$ cat config.mk
export PLATFORM = sky130hd
export DESIGN_NAME = brk_unit
export DESIGN_NICKNAME = d
export VERILOG_FILES = /design/src/rtl/brk_unit.sv
export SDC_FILE = /design/constraint.sdc
export NUM_CORES = 1
export LEC_CHECK = 0
export ABC_AREA = 1
export BUFFER_PORTS_ARGS = -buffer_cell sky130_fd_sc_hd__buf_2
export CORE_ASPECT_RATIO = 0.9
export CORE_MARGIN = 2
export CORE_UTILIZATION = 47
export DETAILED_ROUTE_END_ITERATION = 8
export HOLD_SLACK_MARGIN = 0.06
export PLACE_DENSITY = 0.66
export SLEW_MARGIN = 20
export SYNTH_ARGS = -nofsm -noshare
export SYNTH_HDL_FRONTEND = slang
export SYNTH_SLANG_ARGS = --single-unit
$ cat constraint.sdc
create_clock -name clk -period 4 [get_ports clk]
set_input_delay 0.8 -clock clk [delete_from_list [all_inputs] [get_ports clk]]
set_output_delay 0.8 -clock clk [all_outputs]
set_load 0.01 [all_outputs]
$ cat src/rtl/brk_unit.sv
module brk_unit #(
  parameter int AW    = 32,
  parameter int DW    = 32,
  parameter int ASIDW = 8,
  parameter int CNT_W = 12
) (
  input  logic             clk,
  input  logic             rst_n,
  input  logic             bus_vld,
  input  logic             bus_ifetch,
  input  logic             bus_wr,
  input  logic [1:0]       bus_size,
  input  logic [ASIDW-1:0] bus_asid,
  input  logic [AW-1:0]    bus_addr,
  input  logic [DW-1:0]    bus_data,
  input  logic             cfg_we,
  input  logic [3:0]       cfg_sel,
  input  logic [31:0]      cfg_wdata,
  output logic             brk_req,
  output logic             brk_src,
  output logic             brk_post,
  output logic [1:0]       hit_flag
);
  localparam int CTLW   = 26;
  localparam int B_EN   = 16;
  localparam int B_IF   = 17;
  localparam int B_RD   = 18;
  localparam int B_WR   = 19;
  localparam int B_SZEN = 20;
  localparam int B_SZ   = 21;
  localparam int B_POST = 23;
  localparam int B_ASEN = 24;
  localparam int B_DEN  = 25;
  localparam int B_CNT  = 4;

  logic [AW-1:0]   addr_q  [2];
  logic [AW-1:0]   amask_q [2];
  logic [CTLW-1:0] ctl_q   [2];
  logic [DW-1:0]   data_q, dmask_q;
  logic            seq_q, order_q, armed_q;
  logic [CNT_W-1:0] rpt_q, cnt_q;
  logic [1:0]      flag_q, raw;

  wire cfg_hit = cfg_we && (cfg_sel <= 4'd8);
  wire clr_hit = cfg_we && (cfg_sel == 4'd9);

  for (genvar c = 0; c < 2; c++) begin : g_ch
    logic [CTLW-1:0] k;
    logic dir_ok, size_ok, kind_ok, addr_ok, asid_ok, data_ok;
    assign k       = ctl_q[c];
    assign dir_ok  = bus_wr ? k[B_WR] : k[B_RD];
    assign size_ok = !k[B_SZEN] || (bus_size == k[B_SZ +: 2]);
    assign kind_ok = (bus_ifetch == k[B_IF]) && (k[B_IF] || (dir_ok && size_ok));
    assign addr_ok = ((bus_addr ^ addr_q[c]) & ~amask_q[c]) == '0;
    assign asid_ok = !k[B_ASEN] || (bus_asid == k[ASIDW-1:0]);
    if (c == 1) begin : g_data
      assign data_ok = !k[B_DEN] || (((bus_data ^ data_q) & ~dmask_q) == '0);
    end else begin : g_nodata
      assign data_ok = 1'b1;
    end
    assign raw[c] = bus_vld && !cfg_hit && k[B_EN] && kind_ok && addr_ok && asid_ok && data_ok;
  end

  wire unused_bits = &{1'b0, ctl_q[0][B_DEN], ctl_q[0][15:ASIDW], ctl_q[1][15:ASIDW]};

  wire       cnt_done = cnt_q <= CNT_W'(1);
  wire [1:0] ev       = {raw[1] && cnt_done, raw[0]};
  wire       first    = order_q ? ev[1] : ev[0];
  wire       second   = order_q ? ev[0] : ev[1];
  wire       fire     = seq_q ? (armed_q && second) : (|ev);
  wire       src      = seq_q ? !order_q : !ev[0];
  wire       post     = ctl_q[src][B_IF] && ctl_q[src][B_POST];

  always_ff @(posedge clk or negedge rst_n) begin
    if (!rst_n) begin
      for (int i = 0; i < 2; i++) begin
        addr_q[i]  <= '0;
        amask_q[i] <= '0;
        ctl_q[i]   <= '0;
      end
      data_q  <= '0;
      dmask_q <= '0;
      seq_q   <= 1'b0;
      order_q <= 1'b0;
      rpt_q   <= '0;
    end else if (cfg_we) begin
      case (cfg_sel)
        4'd0: addr_q[0]  <= cfg_wdata[AW-1:0];
        4'd1: amask_q[0] <= cfg_wdata[AW-1:0];
        4'd2: ctl_q[0]   <= cfg_wdata[CTLW-1:0];
        4'd3: addr_q[1]  <= cfg_wdata[AW-1:0];
        4'd4: amask_q[1] <= cfg_wdata[AW-1:0];
        4'd5: ctl_q[1]   <= cfg_wdata[CTLW-1:0];
        4'd6: data_q     <= cfg_wdata[DW-1:0];
        4'd7: dmask_q    <= cfg_wdata[DW-1:0];
        4'd8: begin
          seq_q   <= cfg_wdata[0];
          order_q <= cfg_wdata[1];
          rpt_q   <= cfg_wdata[B_CNT +: CNT_W];
        end
        default: ;
      endcase
    end
  end

  always_ff @(posedge clk or negedge rst_n) begin
    if (!rst_n) begin
      armed_q  <= 1'b0;
      cnt_q    <= '0;
      flag_q   <= '0;
      brk_req  <= 1'b0;
      brk_src  <= 1'b0;
      brk_post <= 1'b0;
    end else begin
      if (cfg_hit)
        armed_q <= 1'b0;
      else if (!seq_q)
        armed_q <= 1'b0;
      else if (armed_q)
        armed_q <= !second;
      else
        armed_q <= first;

      if (cfg_hit)
        cnt_q <= (cfg_sel == 4'd8) ? cfg_wdata[B_CNT +: CNT_W] : rpt_q;
      else if (raw[1])
        cnt_q <= cnt_done ? rpt_q : cnt_q - CNT_W'(1);

      flag_q   <= (flag_q & ~(clr_hit ? cfg_wdata[1:0] : 2'b00)) | ev;
      brk_req  <= fire;
      brk_src  <= fire && src;
      brk_post <= fire && post;
    end
  end

  assign hit_flag = flag_q;
endmodule

## Yosys cells after proc, flatten, opt, wreduce, memory -nomap -nowiden

Index checks and enable logic that the tools add are counted.

| storage, ports and cells | value |
|---|---|
| flip-flop bits (word level) | 275 |
| input port bits | 116 |
| word-level logic and storage cells | 118 |

| cells by class | value |
|---|---|
| add/sub/neg operators | 1 |
| $lt $le $gt $ge | 3 |
| eq/ne operators | 15 |
| mux-type cells | 17 |
| bitwise operators | 13 |
| reductions and logical operators | 52 |

Operators with widths:

| kind | count |
|---|---|
| $and A32 B32 Y32 | 3 |
| $logic_not A32 Y1 | 3 |
| $not A32 Y32 | 3 |
| $xor A32 B32 Y32 | 3 |
| $mux W24 | 3 |
| $mux W12 | 4 |
| $logic_and A1 B1 Y1 | 21 |
| $reduce_and A2 Y1 | 9 |
| $eq A4 B3 Y1 const B | 4 |
| $eq A8 B8 Y1 | 2 |
| $le A12 B1 Y1 const B | 1 |
| $sub A12 B1 Y12 const B | 1 |
| $logic_not A1 Y1 | 9 |
| $mux W1 | 9 |
| $eq A4 B2 Y1 const B | 2 |
| $eq A4 B4 Y1 const B | 2 |
| $logic_or A1 B1 Y1 | 7 |
| $eq A2 B2 Y1 | 2 |
| $eq A4 B1 Y1 const B | 1 |
| $le A4 B4 Y1 const B | 1 |
| $logic_not A4 Y1 | 1 |
| $and A2 B2 Y2 | 1 |
| $eq A1 B1 Y1 | 2 |
| $ge A2 B2 Y1 const B | 1 |
| other kinds (6) | 6 |

## Logic depth before layout (Yosys ltp)

Gate-level depths: netlist of run 1.

| logic depth | value |
|---|---|
| depth after elaboration | 16 |
| mapped depth | 15 |
| gate-level depth less buffers | 15 |

## Worst setup path before layout of run 1

Ideal clock, no wire load.

| path | value |
|---|---|
| path kind | input-to-reg |
| from | input port bus_addr[11] |
| to | register cnt_q[7] |
| setup time | 126 ps |
| arrival time | 1894 ps |
| required time | 3874 ps |
| path slack | 1979 ps |
| stages on the path | 12 |
| path buffers | 1 |
| path through | or2_0 nand2_1 nand2_1 nor2_1 nand2_1 nor2_1 nand2_1 nor2_2 nand2_2 nand2_4 buf_8 o21ai_0 |

| between the ends | value |
|---|---|
| word-level cells in the longest chain between the ends | 7 |

Ends and longest elaborated chain:

| element | line | text |
|---|---|---|
| start, declared | 14 | `input logic [AW-1:0] bus_addr,` |
| $xor A32 B32 Y32 | 54 | `assign addr_ok = ((bus_addr ^ addr_q[c]) & ~amask_q[c]) == '0;` |
| $and A32 B32 Y32 | 54 |  |
| $logic_not A32 Y1 | 54 |  |
| $logic_and A1 B1 Y1 (3 in a row) | 61 | `assign raw[c] = bus_vld && !cfg_hit && k[B_EN] && kind_ok && addr_ok && asid_ok && data_ok;` |
| $reduce_bool A2 Y1 (no source line) | n/a |  |
| end signal, assigned | 125 | `cnt_q <= (cfg_sel == 4'd8) ? cfg_wdata[B_CNT +: CNT_W] : rpt_q;` |
| end signal, assigned | 127 | `cnt_q <= cnt_done ? rpt_q : cnt_q - CNT_W'(1);` |
| end, declared | 41 | `logic [CNT_W-1:0] rpt_q, cnt_q;` |

No other way between the ends.
A chain may end at the register's enable or synchronous reset.

## Worst setup path in the final report of run 1

| path | value |
|---|---|
| from | register cnt_q[0] |
| to | register cnt_q[7] |

| between the ends | value |
|---|---|
| word-level cells in the longest chain between the ends | 4 |
| elaborated cells on any way between the ends | 5 |
| classes of those cells | add/sub (1); order compare (1); mux (3) |

Ends and longest elaborated chain:

| element | line | text |
|---|---|---|
| $sub A12 B1 Y12 / $le A12 B1 Y1 (equally long branches) | 127, 66 |  |
| $mux W12 * | 127 |  |
| $mux W12 * | 126 | `else if (raw[1])` |
| $mux W12 * | 124 | `if (cfg_hit)` |

Mark *: on every way between the ends. The rest lies on a longest branch, timed or not. The select of a mux whose other input is x is not followed.

==> results.yml, run 1 <==
outcome:
  status: "finished, final reports clean"
place:
  port_buffers: 120
  gp_congestion: 0.921
  numPlacedInstances: 2133
  post-dp-hpwl_um: 23900
cells_and_area:
  num-fill-cells: 2588
  area.growth.synth_to_final_pct: 14.7
  drive_gt1_share_pct: 10.9
  stdcell_count: 2184
  final_common_cell: "nand2_1"
  finalNetCount: 1927
  post-route-util_pct: 54.5
  layout_common_cells: "nand2_1 (611), o21ai_0 (280), dfrtp_1 (259)"
setup_path:
  cp-startpoint: "cnt_q[0]$_DFFE_PN0P_"
  endpoint_kind: "flip-flop"
  path_cells: "inv_1 > ha_1 > nor2_1 > nor3_1 > nand2_1 > inv_1 > o31ai_1 > o21ai_0 > nand2_1 > o21ai_0"
  max_stage_delay_ps: 480
  cp_data_required_time_ps: 4430
  critical_path.top_delay_family: "simple AND/OR/NAND/NOR gates"
  critPathKind: "reg -> reg"
  crit_fanout: 17
  worstReg2RegStart: "cnt_q[0]$_DFFE_PN0P_"
  r2r_slack_ps: 1450
  crit_slowest_cell: "nand2_1"
  worstPathArrival_ps: 2980
  critPathBufInv: 2
  startpoint_type: "flip-flop"
worst_hold_path:
  hp-class: "in -> async"
clock_tree:
  cts_resized: 0
  root_buffer: "clkbuf_16"
  clk-insertion-delay-late_ps: 550
  post_cts_buffers: 0
  ctsHoldBuffers: 0
  numCtsBuffers: 28
  cts_tree: "built"
  cts_buffer_depth: 3
  cts.htree.levels: 1
  clock_sinks: 259
  clk_pin_slew_worst_paths_ps: 60
yosys:
  syn_avg_cell_area_um2: 7.51
  synth_edf_count: 0
  syn-num-nets: 1815
  ys_top_cells_by_area: "dfrtp_1 (51%), nand2_1 (18%), o21ai_0 (11%)"
  yosysTopAreaCellShare_pct: 50.9
  netlist_instances: 1697
  ys_types: 29
  ys_ff_latch: 259
  ys.flop_type: "dfrtp_1"
  syn_area_mm2: 0.0127
  synth_seq_area_share_pct: 50.9
  yosysTopAreaCell: "dfrtp_1"
  yosys_warnings: 0
  async_flop_share_pct: 100
power_and_ir_drop:
  cellLeakagePower_nw: 7.66
  p_per_area_mw_per_mm2: 534
  peakVddDrop_mv: 0.317
routing:
  drt_iter0_markers: 990
  routedWlPerCell_um: 15.5
  vias_per_cell: 5.02
  drcViolationCount: 0
  ant_nets: 0
  firstDrtPassIters: 5
  via_count: 10955
  drt_wl_total_um: 33800
sta:
  worstMarginPinSlew_ps: 701
  fin_crit_sh_pct: 63.7
  fmax_mhz: 392
  finalHoldViolCount: 0
  slew_violations: 0
  setup_violations: 0
  hold_slack_ps: 256
  rsz0062_at_grt: "no"
  skew_ps: 20.8
  totalNegativeSetupSlack_ps: 0
  relSlewSlack_pct: 53.3
  min_period_ps: 2550
global_routing:
  antenna_found_initial: 2
  grt_pass1_wl_um: 54500
  grt_pass1_vias: 10151
  grt_max_degree: 86
  grt_overflow: 0
  grtUsageTotal_pct: 24.4
floorplanning:
  dieArea_mm2: 0.0284
  die_w_um: 178
  core_mm2: 0.0268
  fp-row-count: 57
  start_util_pct: 47.5
  ios: 121
  die_height_um: 160
job:
  cap_viol_max_count: 0
==> worst paths after layout <==
kind                                       endpoint  cells after the start
min                          addr_q[62]$_DFFE_PN0P_                      1
max                            cnt_q[7]$_DFFE_PN0P_                     10
max in group asynchronous  g_ch[0].k[2]$_DFFE_PN0P_                      2
max reg2reg                    cnt_q[7]$_DFFE_PN0P_                     10
min in group clk             dmask_q[6]$_DFFE_PN0P_                      2
min reg2reg                  dmask_q[6]$_DFFE_PN0P_                      2
==> logic make-up after synthesis <==
group,Yosys count,synth area share (%)
xor+xnor,19,1.31
compound gates,316,12.5
fa+ha+maj,2,0.196
flops,259,50.9
simple gates,838,27.3
buf+inv,263,7.85
==> synthesized netlist by cell type, types with 2 or more instances <==
| cell | instances |
|---|---|
| ha_1 | 2 |
| inv_1 | 212 |
| nor2_1 | 95 |
| nand4_1 | 4 |
| nor3_1 | 5 |
| or2_0 | 8 |
| dfrtp_1 | 259 |
| nand3b_1 | 49 |
| nand2_1 | 617 |
| buf_2 | 2 |
| nand2_2 | 2 |
| clkbuf_1 | 47 |
| nand3_1 | 36 |
| xnor2_1 | 13 |
| or2_2 | 14 |
| or2_1 | 3 |
| o21ai_0 | 280 |
| a21oi_1 | 33 |
| xor2_1 | 6 |
==> cell type report <==
| type | instances | area (µm²) | area share [%] |
|---|---|---|---|
| Inverter | 213 | 800 | 5.47 |
| Clock buffer | 41 | 810 | 5.54 |
| Tap cell | 354 | 443 | 3.03 |
| Timing Repair Buffer | 132 | 713 | 4.88 |
| Sequential cell | 259 | 6480 | 44.3 |
| Clock inverter | 8 | 76.3 | 0.522 |
| Multi-Input combinational cell | 1175 | 5290 | 36.2 |
| Antenna cell | 2 | 5.00 | 0.0342 |
==> per-stage QoR <==
step / setup slack (ps) / total power, mW / area [µm²]
after floorplan: 1980 / 4.74 / 12700
after global placement: 1420 / 5.28 / 13700
after detailed placement: 1310 / 5.33 / 13700
after CTS: 1520 / 7.85 / 14600
after global routing: 1280 / 8.33 / 14600
final: 1450 / 7.81 / 14600
==> report_power, final <==
| part | switching, mW | total, mW | internal (mW) |
|---|---|---|---|
| Clock | 1.04 | 2.50 | 1.46 |
| Combinational | 1.06 | 1.75 | 0.694 |
| Sequential | 0.380 | 3.56 | 3.18 |
| Total | 2.48 | 7.81 | 5.33 |
==> registers in the layout, indices dropped and copies added (netlist names), 2 cells and up <==
| register | count |
|---|---|
| data_q | 32 |
| dmask_q | 32 |
| cnt_q | 12 |
| addr_q | 64 |
| rpt_q | 12 |
| g_ch.k | 35 |
| amask_q | 64 |
| hit_flag | 2 |
==> routing by layer <==
layer | track usage (%) | vias to the layer above | wire length [µm]
li1 | - | 5530 | -
met1 | 36.8 | 5088 | 16400
met2 | 37.7 | 292 | 15000
met3 | 3.02 | 45 | 1770
met4 | 5.37 | 0 | 668
met5 | 0 | - | 0
No activity file was read; power rests on OpenSTA's default activity.
==> inputs of run 2 (changes only) <==
--- a/config.mk
+++ b/config.mk
@@ -5,7 +5,7 @@
 export SDC_FILE = /design/constraint.sdc
 export NUM_CORES = 1
 export LEC_CHECK = 0
-export ABC_AREA = 1
+export ABC_AREA = 0
 export BUFFER_PORTS_ARGS = -buffer_cell sky130_fd_sc_hd__buf_2
 export CORE_ASPECT_RATIO = 0.9
 export CORE_MARGIN = 2
==> constraint.sdc (replaced) <==
create_clock -name clk -period 2.6 [get_ports clk]
set_input_delay 0.52 -clock clk [delete_from_list [all_inputs] [get_ports clk]]
set_output_delay 0.52 -clock clk [all_outputs]
set_load 0.01 [all_outputs]
==> run 2 against run 1 <==
Register-to-register slack lost 1400 ps. Via count decreased by 27%. Worst setup slack got worse by 1400 ps. Worst hold slack improved by 26 ps. Count of clock-buffer cells in the layout fell by 2. Global-route usage down 1.1 points. Maximum frequency shrank 1.7%. Final area fell by 0.63%. Sequential power grew 56%. Clock skew is 7.8 ps lower. Critical path type unchanged. Largest cell class unchanged. Largest power group unchanged.
==> results.yml, run 2 <==
outcome:
  status: "finished, final reports clean"
floorplanning:
  start_util_pct: 47.4
  die_height_um: 155
  fp-row-count: 55
  dieArea_mm2: 0.0265
  core_mm2: 0.0250
  ios: 121
  die_w_um: 171
clock_tree:
  cts_buffer_depth: 3
  cts_tree: "built"
  numCtsBuffers: 27
  clock_sinks: 259
  cts.htree.levels: 1
  clk_pin_slew_worst_paths_ps: 60
  clk-insertion-delay-late_ps: 550
  root_buffer: "clkbuf_16"
sta:
  relSlewSlack_pct: 66.1
  worstMarginPinSlew_ps: 509
  setup_violations: 0
  fin_crit_sh_pct: 99.7
  skew_ps: 13.0
  slew_violations: 0
  rsz0062_at_grt: "yes"
  fmax_mhz: 386
  totalNegativeSetupSlack_ps: 0
  finalHoldViolCount: 0
  setup_ws_ps: 7.99
  min_period_ps: 2590
  hold_slack_ps: 283
routing:
  drcViolationCount: 0
  ant_nets: 0
  routedWlPerCell_um: 20.6
  firstDrtPassIters: 4
  vias_per_cell: 5.47
  drt_wl_total_um: 30000
  via_count: 7970
  drt_iter0_markers: 533
yosys:
  ys_types: 56
  yosys_warnings: 0
  syn_avg_cell_area_um2: 13.3
  synthTopCellsByCount: "dfrtp_1 (259), mux2_2 (243), xnor2_1 (117)"
  syn_area_mm2: 0.0119
  async_flop_share_pct: 100
  ys_ff_latch: 259
  yosysTopAreaCellShare_pct: 54.7
  yosysTopAreaCell: "dfrtp_1"
  syn-num-nets: 1012
  ys.flop_type: "dfrtp_1"
  synth.most_common_cell: "dfrtp_1"
  synth_edf_count: 0
  ys_top_cells_by_area: "dfrtp_1 (55%), mux2_2 (23%), xnor2_1 (8.6%)"
  synth_seq_area_share_pct: 54.7
  netlist_instances: 894
setup_path:
  path_cells: "xnor2_2 > o22ai_2 > nor4_2 > buf_4 > nand4_1 > buf_4 > buf_6 > a211oi_4 > buf_4 > buf_6 > buf_6 > o211a_1 > o31a_1"
  startpoint_type: "flip-flop"
  endpoint_kind: "flip-flop"
  worstPathArrival_ps: 3070
  critPathBufInv: 6
  crit_fanout: 4
  rr_worst_depth: 13
  cp_data_required_time_ps: 3080
  cp.depth: 13
  r2r_slack_ps: 8
  critical_path.top_delay_family: "buffers and inverters"
  max_stage_delay_ps: 410
  crit_slowest_cell: "dfrtp_1"
  critPathKind: "reg -> reg"
place:
  pre_cts_ws_ps: -388
  port_buffers: 120
  gp_congestion: 0.878
  placedInstanceArea_mm2: 0.0134
  post-dp-hpwl_um: 20900
power_and_ir_drop:
  peakVddDrop_mv: 0.585
  clock_power_share_pct: 31.8
  cellLeakagePower_nw: 6.31
  pwr-share-comb_pct: 21.8
  seqPwrFrac_pct: 46.4
  p_int_mw: 8.68
  p_per_area_mw_per_mm2: 825
  p_sw_mw: 3.30
  p_sw_share_pct: 27.5
job:
  cap_viol_max_count: 0
cells_and_area:
  post-route-util_pct: 58.1
  layout_common_cells: "dfrtp_1 (259), mux2_2 (243), buf_2 (119)"
  finalNetCount: 1216
  stdcell_area_mm2: 0.0145
  drive_gt1_share_pct: 47.0
  final_common_cell: "dfrtp_1"
  num-fill-cells: 2051
  area.growth.synth_to_final_pct: 22.5
  n_antenna_cell: 0
worst_hold_path:
  min_path_cells: 2
  hp-class: "in -> reg"
global_routing:
  grtUsageTotal_pct: 23.3
  grt_pass1_vias: 8128
  grt_max_degree: 69
  antenna_found_initial: 2
  grt_pass1_wl_um: 47000
  grt_overflow: 0
run 2: cell types whose count changed in the layout (fill, tap and decap cells not counted), sizes merged, moves of 47 or more:
cell	previous run	this run
o21ai	281	17
nand2	620	48
mux2	0	244
nor2	96	9
xnor2	13	117
inv	213	7
o22ai	0	47
buf	132	211
nand3b	49	2
run 2: stage by stage:
stage / cells / total power, mW
floorplan: 894 / 7.19
global placement: 1398 / 8.07
detailed placement: 1398 / 8.17
CTS: 1448 / 12.0
global route: 1457 / 12.6
finish: 1457 / 12.0
run 2: power groups by stage:
stage	combinational (mW)	clock, mW	sequential, mW
after global routing	2.84	4.07	5.68
after CTS	2.60	3.88	5.55
after floorplan	1.73	0	5.46
final	2.61	3.81	5.56
after detailed placement	2.55	0	5.62
after global placement	2.50	0	5.57
run 2: cell type report:
class                      count  area, µm²  area share, %
clock inverter                 7       75.1          0.517
timing repair buffer         212       1390           9.60
tap                          342        428           2.95
clock buffer                  39        801           5.51
sequential                   259       6480           44.6
multi-input combinational    592       5320           36.6
inverter                       6       22.5          0.155
run 2: cell families (layout without fill, tap and decap cells):
| group | after synthesis | in the layout | synth area share [%] |
|---|---|---|---|
| XOR/XNOR | 119 | 119 | 8.79 |
| buffers and inverters | 43 | 264 | 1.55 |
| AO/OA/AOI/OAI | 113 | 113 | 6.45 |
| multiplexers | 249 | 249 | 23.6 |
| AND/OR/NAND/NOR | 109 | 109 | 4.67 |
| flip-flops | 259 | 259 | 54.7 |
| adder cells (fa/ha/maj) | 2 | 2 | 0.211 |
run 2: final timing paths:
kind	start	end
max	data_q[29]$_DFFE_PN0P_	cnt_q[0]$_DFFE_PN0P_
min	cfg_wdata[29]	amask_q[61]$_DFFE_PN0P_
max reg2reg	data_q[29]$_DFFE_PN0P_	cnt_q[0]$_DFFE_PN0P_
min reg2reg	hit_flag[1]$_DFF_PN0_	hit_flag[1]$_DFF_PN0_
max in group asynchronous	rst_n	cnt_q[4]$_DFFE_PN0P_
min in group asynchronous	rst_n	data_q[31]$_DFFE_PN0P_
run 2: what timing repair did:
action	in CTS	in global routing
endpoints found under the setup margin	13	13
pin swaps	9	11
hold buffers	1	0
hold endpoints to repair	57	0
resized for setup	14	12
cloned	1	0
buffers inserted	2	9
run 2: metal layers:
metal / global-route usage [%] / routed length (µm) / vias up
met5: 0 / 0 / -
met2: 36.0 / 13500 / 219
li1: - / - / 3641
met1: 34.1 / 13900 / 4066
met3: 3.45 / 1730 / 44
met4: 6.86 / 910 / 0
run 2: worst register-to-register path, cell delays in order, from the launching register on:
cell and delay [ps]:
dfrtp_1 410, xnor2_2 150, o22ai_2 120, nor4_2 360, buf_4 170, nand4_1 80, buf_4 170, buf_6 130
a211oi_4 290, buf_4 180, buf_6 110, buf_6 90, o211a_1 140, o31a_1 130
==> inputs of run 3 (changes only) <==
--- a/config.mk
+++ b/config.mk
@@ -13,6 +13,7 @@
 export DETAILED_ROUTE_END_ITERATION = 8
 export HOLD_SLACK_MARGIN = 0.06
 export PLACE_DENSITY = 0.66
+export REMOVE_ABC_BUFFERS = 1
 export SLEW_MARGIN = 20
 export SYNTH_ARGS = -nofsm -noshare
 export SYNTH_HDL_FRONTEND = slang
==> run 3 against run 2 <==
The run now ends with setup timing left. Worst setup slack worse by 27 ps. Sequential share of layout area about the same. Combinational power down 3%. Count of clock-buffer cells in the layout up 2. Sequential cell count unchanged. First-iteration DRC count down 31%. Global-route usage down 1.0 points. Clock skew down 6.2 ps. Die area unchanged. Final cell count about the same.
==> results.yml, run 3 (same netlist as run 2, synthesis figures left out) <==
power_and_ir_drop:
  p_total_mw: 12.1
  p_per_area_mw_per_mm2: 837
  peakVddDrop_mv: 0.532
  cellLeakagePower_nw: 6.32
sta:
  rsz0062_at_grt: "yes"
  fin_crit_sh_pct: 101
  totalNegativeSetupSlack_ps: -19.4
  slew_violations: 0
  worstMarginPinSlew_ps: 651
  skew_ps: 6.84
  setup_violations: 1
  fmax_mhz: 382
  min_period_ps: 2620
  finalHoldViolCount: 0
  relSlewSlack_pct: 56.4
  setup_ws_ps: -19.4
routing:
  ant_nets: 0
  drcViolationCount: 0
  vias_per_cell: 5.35
  drt_wl_total_um: 28800
  firstDrtPassIters: 4
  via_count: 7786
  routedWlPerCell_um: 19.8
  drt_iter0_markers: 370
global_routing:
  grt_overflow: 0
  grtUsageTotal_pct: 22.3
  antenna_found_initial: 0
  grt_max_degree: 85
  grt_pass1_wl_um: 44900
  grt_pass1_vias: 7963
setup_path:
  critPathKind: "reg -> reg"
  timing.rr.end: "armed_q$_DFF_PN0_"
  rr_worst_depth: 8
  startpoint_type: "flip-flop"
  endpoint_kind: "flip-flop"
  worstReg2RegStart: "data_q[17]$_DFFE_PN0P_"
  crit_fanout: 4
  cp-startpoint: "data_q[17]$_DFFE_PN0P_"
  cp_data_required_time_ps: 3030
  r2r_slack_ps: -20
  worstPathArrival_ps: 3050
outcome:
  failed_checks: "setup timing"
  status: "finished with violations"
worst_hold_path:
  hp-class: "in -> reg"
  min_path_cells: 2
  holdPathEnd: "amask_q[61]$_DFFE_PN0P_"
  hp-start: "cfg_wdata[29]"
cells_and_area:
  drive_gt1_share_pct: 46.4
  num-fill-cells: 2056
  area.growth.synth_to_final_pct: 22.4
  stdcell_area_mm2: 0.0145
  layout_common_cells: "dfrtp_1 (259), mux2_2 (243), buf_2 (119)"
  final_common_cell: "dfrtp_1"
  finalNetCount: 1210
place:
  placedInstanceArea_mm2: 0.0134
  gp_congestion: 0.808
  port_buffers: 120
  pre_cts_ws_ps: -460
  post-dp-hpwl_um: 20100
clock_tree:
  cts_tree: "built"
  cts.htree.levels: 1
  clk_pin_slew_worst_paths_ps: 60
  numCtsBuffers: 28
  clk-insertion-delay-late_ps: 540
  clock_sinks: 259
  cts_buffer_depth: 3
  root_buffer: "clkbuf_16"
floorplanning:
  core_mm2: 0.0250
  dieArea_mm2: 0.0265
  start_util_pct: 47.4
  fp-row-count: 55
  die_height_um: 155
  die_w_um: 171
  ios: 121
job:
  cap_viol_max_count: 0
## run 3: power breakdown
group / leakage (nW) / switching (mW) / internal, mW / total (mW)
Clock: 0.475 / 1.62 / 2.45 / 4.07
Combinational: 2.66 / 1.05 / 1.48 / 2.52
Sequential: 3.19 / 0.598 / 4.96 / 5.56
## run 3: critical path, stage by stage, from the launching register on
cell and delay (ps):
dfrtp_1 390, xnor2_1 220, o22ai_2 120, nor4_4 300
buf_4 190, nand4_1 190, a2111o_1 500, mux2_4 320
a2111oi_4 280
## run 3: routing by layer
metal	GRT usage [%]	wire, µm	vias to the layer above
li1	-	-	3632
met1	32.7	13300	3940
met2	34.9	13200	169
met3	2.99	1650	45
met4	5.81	692	0
met5	0	0	-
## run 3: per-stage QoR
step / cells / utilization (%) / hold WS [ps]
floorplan: 857 / - / 224
global placement: 1400 / 53.8 / 482
detailed placement: 1400 / 53.8 / 478
CTS: 1452 / 57.7 / 282
global route: 1455 / 58.1 / 296
finish: 1456 / 58.1 / 303
## run 3: worst max-delay path by stage
stage                             to  cells after the start
2_1_floorplan  data_q[0]$_DFFE_PN0P_                      4
3_3_place_gp       armed_q$_DFF_PN0_                      9
3_5_place_dp       armed_q$_DFF_PN0_                      9
4_1_cts           brk_post$_DFF_PN0_                      8
5_1_grt            armed_q$_DFF_PN0_                      8
6_report           armed_q$_DFF_PN0_                      8
## run 3: layout make-up
class	instances	area (µm²)	share of cell area, %
Clock buffer	41	851	5.86
Inverter	6	22.5	0.155
Multi-Input combinational cell	592	5300	36.5
Clock inverter	10	103	0.707
Timing Repair Buffer	205	1330	9.14
Tap cell	342	428	2.95
Antenna cell	1	2.50	0.0172
Sequential cell	259	6480	44.7
## run 3: repair_timing
action / in CTS / in global routing
gates resized for setup: 3 / 11
setup buffers: 0 / 3
setup endpoints to repair: 12 / 12
hold endpoints to repair: 50 / 0
hold buffers: 1 / 0
pin swaps: 6 / 14
